## config.mk

```make
export PLATFORM = sky130hd
export DESIGN_NAME = subvec_swizzle_idx
export DESIGN_NICKNAME = d
export VERILOG_FILES = /design/src/rtl/swz_pkg.sv /design/src/rtl/swz_lane_decode.sv /design/src/rtl/swz_perm_check.sv /design/src/rtl/swz_addr_gen.sv /design/src/rtl/subvec_swizzle_idx.sv
export SDC_FILE = /design/constraint.sdc
export NUM_CORES = 1
export LEC_CHECK = 0
export BUFFER_PORTS_ARGS = -buffer_cell sky130_fd_sc_hd__buf_2
export CORE_MARGIN = 10
export CORE_UTILIZATION = 45
export DETAILED_ROUTE_END_ITERATION = 16
export GPL_ROUTABILITY_DRIVEN = 1
export PLACE_DENSITY = 0.82
export SLEW_MARGIN = 5
export SYNTH_ARGS = -nofsm -noshare
export SYNTH_HDL_FRONTEND = slang
export SYNTH_SLANG_ARGS = --single-unit
```

## constraint.sdc

```tcl
create_clock -name vclk -period 9.8
set_clock_uncertainty 0.2 [all_clocks]
set_input_delay 1.96 -clock vclk [all_inputs]
set_output_delay 1.96 -clock vclk [all_outputs]
set_load 0.01 [all_outputs]
```

## src/rtl/swz_pkg.sv

```systemverilog
package swz_pkg;
   typedef enum logic {
      SWZ_ROLE_SRC = 1'b0,
      SWZ_ROLE_DST = 1'b1
   } swz_role_e;

   // Largest group size the field layout is meant to describe
   localparam int unsigned SWZ_MAX_LANES = 16;
endpackage

```

## src/rtl/swz_lane_decode.sv

```systemverilog
module swz_lane_decode #(
   parameter int LANES = 4,
   parameter int LW    = 2
) (
   input  logic [LANES*LW-1:0] field,
   input  logic [LW-1:0]       subvl_m1,
   input  logic                en,
   output logic [LANES*LW-1:0] sel,
   output logic [LANES-1:0]    used,
   output logic                active
);
   assign active = en && (subvl_m1 != '0);

   for (genvar k = 0; k < LANES; k++) begin : g_lane
      assign used[k] = (LW'(k) <= subvl_m1);
      assign sel[k*LW +: LW] = (active && used[k]) ? field[k*LW +: LW] : LW'(k);
   end
endmodule

```

## src/rtl/swz_perm_check.sv

```systemverilog
module swz_perm_check
   import swz_pkg::*;
#(
   parameter int LANES = 4,
   parameter int LW    = 2
) (
   input  logic [LANES*LW-1:0] sel,
   input  logic [LANES-1:0]    used,
   input  logic [LW-1:0]       subvl_m1,
   input  logic                active,
   input  swz_role_e           role,
   output logic                illegal
);
   logic [LANES-1:0]       range_bad;
   logic [LANES*LANES-1:0] dup_m;

   for (genvar a = 0; a < LANES; a++) begin : g_row
      assign range_bad[a] = used[a] && (sel[a*LW +: LW] > subvl_m1);
      for (genvar b = 0; b < LANES; b++) begin : g_col
         if (b > a) begin : g_pair
            assign dup_m[a*LANES+b] = used[a] && used[b] &&
                                      (sel[a*LW +: LW] == sel[b*LW +: LW]);
         end else begin : g_none
            assign dup_m[a*LANES+b] = 1'b0;
         end
      end
   end

   assign illegal = active &&
                    ((|range_bad) || ((role == SWZ_ROLE_DST) && (|dup_m)));
endmodule

```

## src/rtl/swz_addr_gen.sv

```systemverilog
module swz_addr_gen #(
   parameter int LANES = 4,
   parameter int LW    = 2,
   parameter int REG_W = 7,
   parameter int IDX_W = 6
) (
   input  logic [REG_W-1:0]       base_reg,
   input  logic [IDX_W-1:0]       elem_idx,
   input  logic [LW-1:0]          subvl_m1,
   input  logic [LANES*LW-1:0]    sel,
   output logic [LANES*REG_W-1:0] lane_reg
);
   localparam int PW = IDX_W + LW + 1;

   logic [PW-1:0]    grp_off;
   logic [REG_W-1:0] grp_base;

   // i*SUBVL written as i*(subvl_m1) + i
   assign grp_off  = PW'(elem_idx) * PW'(subvl_m1) + PW'(elem_idx);
   assign grp_base = base_reg + REG_W'(grp_off);

   for (genvar k = 0; k < LANES; k++) begin : g_reg
      assign lane_reg[k*REG_W +: REG_W] = grp_base + REG_W'(sel[k*LW +: LW]);
   end
endmodule

```

## src/rtl/subvec_swizzle_idx.sv

```systemverilog
module subvec_swizzle_idx
   import swz_pkg::*;
#(
   parameter int  REG_W = 7,
   parameter int  IDX_W = 6,
   parameter int  LANES = 4,
   localparam int LW    = $clog2(LANES),
   localparam int FW    = LANES * LW
) (
   input  logic [REG_W-1:0]       base_reg,
   input  logic [IDX_W-1:0]       elem_idx,
   input  logic [LW-1:0]          subvl_m1,
   input  logic                   swz_en,
   input  logic [FW-1:0]          swz_field,
   input  logic                   is_dest,
   output logic [FW-1:0]          lane_sel,
   output logic [LANES*REG_W-1:0] lane_reg,
   output logic [LANES-1:0]       lane_used,
   output logic                   swz_illegal
);
   if (LANES < 2 || LANES > int'(SWZ_MAX_LANES) || (1 << LW) != LANES) begin : g_bad_lanes
      $error("LANES must be a power of two from 2 to %0d", SWZ_MAX_LANES);
   end
   if (REG_W <= LW) begin : g_bad_regw
      $error("REG_W must be wider than the lane index");
   end
   if (IDX_W < 1) begin : g_bad_idxw
      $error("IDX_W must be at least 1");
   end

   logic      active;
   swz_role_e role;

   assign role = is_dest ? SWZ_ROLE_DST : SWZ_ROLE_SRC;

   swz_lane_decode #(.LANES(LANES), .LW(LW)) u_decode (
      .field    (swz_field),
      .subvl_m1 (subvl_m1),
      .en       (swz_en),
      .sel      (lane_sel),
      .used     (lane_used),
      .active   (active)
   );

   swz_perm_check #(.LANES(LANES), .LW(LW)) u_check (
      .sel      (lane_sel),
      .used     (lane_used),
      .subvl_m1 (subvl_m1),
      .active   (active),
      .role     (role),
      .illegal  (swz_illegal)
   );

   swz_addr_gen #(.LANES(LANES), .LW(LW), .REG_W(REG_W), .IDX_W(IDX_W)) u_addr (
      .base_reg (base_reg),
      .elem_idx (elem_idx),
      .subvl_m1 (subvl_m1),
      .sel      (lane_sel),
      .lane_reg (lane_reg)
   );
endmodule

```

After elaboration in Yosys (flattened, before gate mapping)
Cells that the tools add are included.
{"block": "word_totals", "wordCells": 53, "regBits": 0}
{"block": "classes", "mux": 5, "n_reduce_logical": 27, "n_lt_le_gt_ge": 8, "n_addsub": 6, "n_mul": 1, "n_eq_ne": 6}
{"cell": "$add A7 B2 Y7", "count": 4}
{"cell": "$logic_and A1 B1 Y1", "count": 23}
{"cell": "$eq A2 B2 Y1", "count": 6}
{"cell": "$gt A2 B2 Y1", "count": 4}
{"cell": "$mux W2", "count": 4}
{"cell": "$add A7 B6 Y7", "count": 1}
{"cell": "$add A7 B7 Y7", "count": 1}
{"cell": "$mul A6 B2 Y7", "count": 1}
{"cell": "$reduce_or A6 Y1", "count": 1}
{"cell": "$le A1 B2 Y1 const A", "count": 2}
{"cell": "$le A2 B2 Y1 const A", "count": 2}
{"cell": "$reduce_or A4 Y1", "count": 1}
{"cell": "$reduce_bool A2 Y1", "count": 1}
{"cell": "$logic_or A1 B1 Y1", "count": 1}
{"cell": "$mux W1", "count": 1}

Depth between registers and ports, before layout
{"block": "logic_depth", "depth_word": 10, "mapped_depth": 13, "depth_no_buf": 12}

By module
A second synthesis with hierarchy kept.
{"block": "unflattened", "cells_unflattened": 190, "hier_area_um2": 1545.2}
{"module": "swz_addr_gen", "seq_area_each_um2": 0.0, "cells_per_inst": 126, "area_per_inst_um2": 1079.8, "instances": 1}
{"module": "swz_perm_check", "seq_area_each_um2": 0.0, "cells_per_inst": 49, "area_per_inst_um2": 361.6, "instances": 1}
{"module": "swz_lane_decode", "seq_area_each_um2": 0.0, "cells_per_inst": 15, "area_per_inst_um2": 103.8, "instances": 1}

Worst setup path after synthesis
Ideal clock, no wire load.
{"block": "synth_path", "path_kind": "input to output", "from": "input subvl_m1[0]", "to": "output lane_reg[19]", "cell_stages": 12, "slack_ns": 2.670, "t_arrival_ns": 4.970, "required_time_ns": 7.640, "cell_sequence": "clkbuf_1 > and2_1 > fa_1 > fa_1 > ha_1 > inv_1 > fa_1 > clkbuf_1 > or2_0 > buf_2 > nor3_1 > xor2_1"}
{"block": "synth_via", "elab_chain_len": 5, "elab_cells_between_ends": 9}
{"element": "from (decl)", "line_no": "subvec_swizzle_idx.sv:12", "rtl": "input logic [LW-1:0] subvl_m1,"}
{"element": "parallel branches: the longest is 4 deep, another holds $mul A6 B2 Y7"}
{"element": "$add A7 B2 Y7 (*)", "line_no": "swz_addr_gen.sv:23", "rtl": "assign lane_reg[k*REG_W +: REG_W] = grp_base + REG_W'(sel[k*LW +: LW]);"}
{"element": "to (decl)", "line_no": "subvec_swizzle_idx.sv:17", "rtl": "output logic [LANES*REG_W-1:0] lane_reg,"}
Mark *: on every way between the ends.

Worst setup path in the final report
Same ends and word-level chain as after synthesis.

==> metrics <==
outcome complete, no violations; synth unique cells 36; Period Utilization, post-route 74.7%; synthesized net count 254; Seq cells 0; GRT Overall Usage 12.5%; first-pass GRT wire length 6.93 mm; RSZ-0062 raised after global routing false; crit-path cells buf_2 > and2_1 > fa_1 > fa_1 > ha_1 > inv_1 > fa_1 > or2_0 > nor3_1 > xor2_1 > buf_2; Die ar. 6200 µm²; Final Hold Viols 0; CP dominant cell by count fa_1; critical path fanouts, max 16; Syn Inst Count 193; drt drc 0; Filler Cell Count 336; Max-cap violations 0; overall power 0.391 mW; Worst Path Arrival 5.16 ns; remaining global-route overflow 0; element type at the critical path start input port; port bufs 65; GP Congestion 0.793; hpwl dp 3.49 mm; XOR/XNOR Fraction of Synth Area 24.6%; via count 1466; largest stage delay on the critical path 0.61 ns; Final Setup Violations 0; fmax 137 MHz; # IOs 66; Fin Setup TNS 0 ns; Hold WS 4.07 ns; Vias/cell 4.92; initial antenna violation count 0; WP buf/inv 3; Setup crit end kind output pin; Antenna Cells 0; multi-input logic area 1410 µm²; Max IR drop VDD 0.0771 mV; Rel. slew slack 64.4%; register area 0 µm²; Leak 1.00 nW; routed wire length 3.85 mm; largest net degree at the start of global routing 17; Die Ht 78.8 µm; vias in the first global route 1574; Wirelength per Cell 12.9 µm; adder-cell area share of the yosys netlist 36.2%; critical path class in -> out; DRT Pass-1 Iters 4; Worst path top cell family by delay adder cells; num rows 21; NumNets Final 315; layout cell share with drive strength beyond 1 30.2%; Synthesis Warnings 0; minimum clock period 7.32 ns; Pwr Density 205 nW/µm²; Hold Buf Count CTS 0; Slew Limit Fails 0; multiplexer area fraction after synthesis 0%; Die X 78.8 µm; Synth Area per Inst 8.05 µm²; post-route ant nets 0; post_cts resized 0; Post-CTS Repair Setup Buffers 0; setup slack at placement 2.47 ns; core footprint 3340 µm²; Synth Area in Compound Gates 8.13%; Starting Density 46.6%; main combinational cell family by area after synthesis adder cells; clock buffers 0; Hold Path Class in -> out; Worst EP required 7.64 ns; Synth Area in Simple Gates 21.7%; Worst-Margin Slew 0.530 ns; Critical-path top delay cell fa_1; initial DRC count 99; post-synthesis sequential area ratio 0%; Post-Synthesis Cell Area 1550 µm²; area grow syn2layout 22.8%; final worst slack 2.48 ns
-- per-stage QoR --
stage / cells / cell area, µm² / util (%)
floorplan: 193 / 1550 / -
global placement: 298 / 1910 / 57.2
detailed placement: 298 / 1910 / 57.2
CTS: 298 / 1910 / 57.2
global route: 298 / 1910 / 57.2
finish: 298 / 1910 / 57.2
-- Yosys cell counts (all sizes together) (2+ instances only) --
master  count  area [µm²]
xnor2      21         191
nand4       3        18.8
nand3       3        15.0
buf         3        17.5
o211ai      3        22.5
nor3        6        40.0
fa         15         300
clkbuf      3        11.3
inv        30         113
a21oi       7        46.3
and3        2        12.5
o21ai       4        23.8
xor2       18         191
nand2      11        41.3
nand2b      2        12.5
and2        9        56.3
nand4b      2        17.5
or2         5        31.3
nor2b       4        25.0
ha         21         263
nor2       15        56.3
-- cells by family after synthesis --
kind of cell             Yosys count
buffers and inverters             36
AND/OR/NAND/NOR                   63
AO/OA/AOI/OAI                     18
other                              1
XOR/XNOR                          39
adder cells (fa/ha/maj)           36
-- cell type report --
cell class / instances / area share [%]
inverters: 30 / 5.90
repair buffers: 65 / 17.0
well taps: 46 / 3.02
multi-input cells: 157 / 74.0
-- power by group --
part	total [mW]	switching (mW)	internal, mW
Sequential	0	0	0
Combinational	0.391	0.223	0.167
Clock	0	0	0
Total	0.391	0.223	0.167
-- cells in the final DEF, fill, tap and decap left out --
cell type  instances
xor2_4             1
or2_0              1
and3_1             2
a21oi_1            6
xnor2_1           20
o21ai_2            1
fa_1              15
nor3_1             4
o311a_1            1
a221oi_1           1
nor4bb_1           1
nor2_1            15
a21oi_4            1
xor2_2             2
inv_1             30
nand4b_1           2
ha_1              21
nor3_2             2
a211o_1            1
nand2_1           11
o211ai_1           3
nor2b_1            4
or2_2              3
nand4_1            3
buf_2             65
o21ai_0            3
nand3_1            3
conb_1             1
nand2b_1           2
a31oi_1            1
xor2_1            15
and2_1             9
or2_1              1
xnor2_2            1
-- final timing paths --
| check | start | endpoint | depth (start not counted) | slack, ns |
|---|---|---|---|---|
| worst min-delay path | subvl_m1[1] | lane_used[2] | 2 | 4.07 |
| worst max-delay path | subvl_m1[0] | lane_reg[19] | 11 | 2.48 |
-- metal layers --
| metal | wire length, µm | up-vias | part of all wire, % | GRT usage, % |
|---|---|---|---|---|
| li1 | - | 731 | - | - |
| met4 | 48 | 0 | 1.2 | 1.79 |
| met2 | 1880 | 55 | 49 | 22.6 |
| met1 | 1580 | 676 | 41 | 14.9 |
| met5 | 0 | - | 0 | 0 |
| met3 | 341 | 4 | 8.9 | 2.82 |
Note: power is estimated with default switching activity, not from simulation.
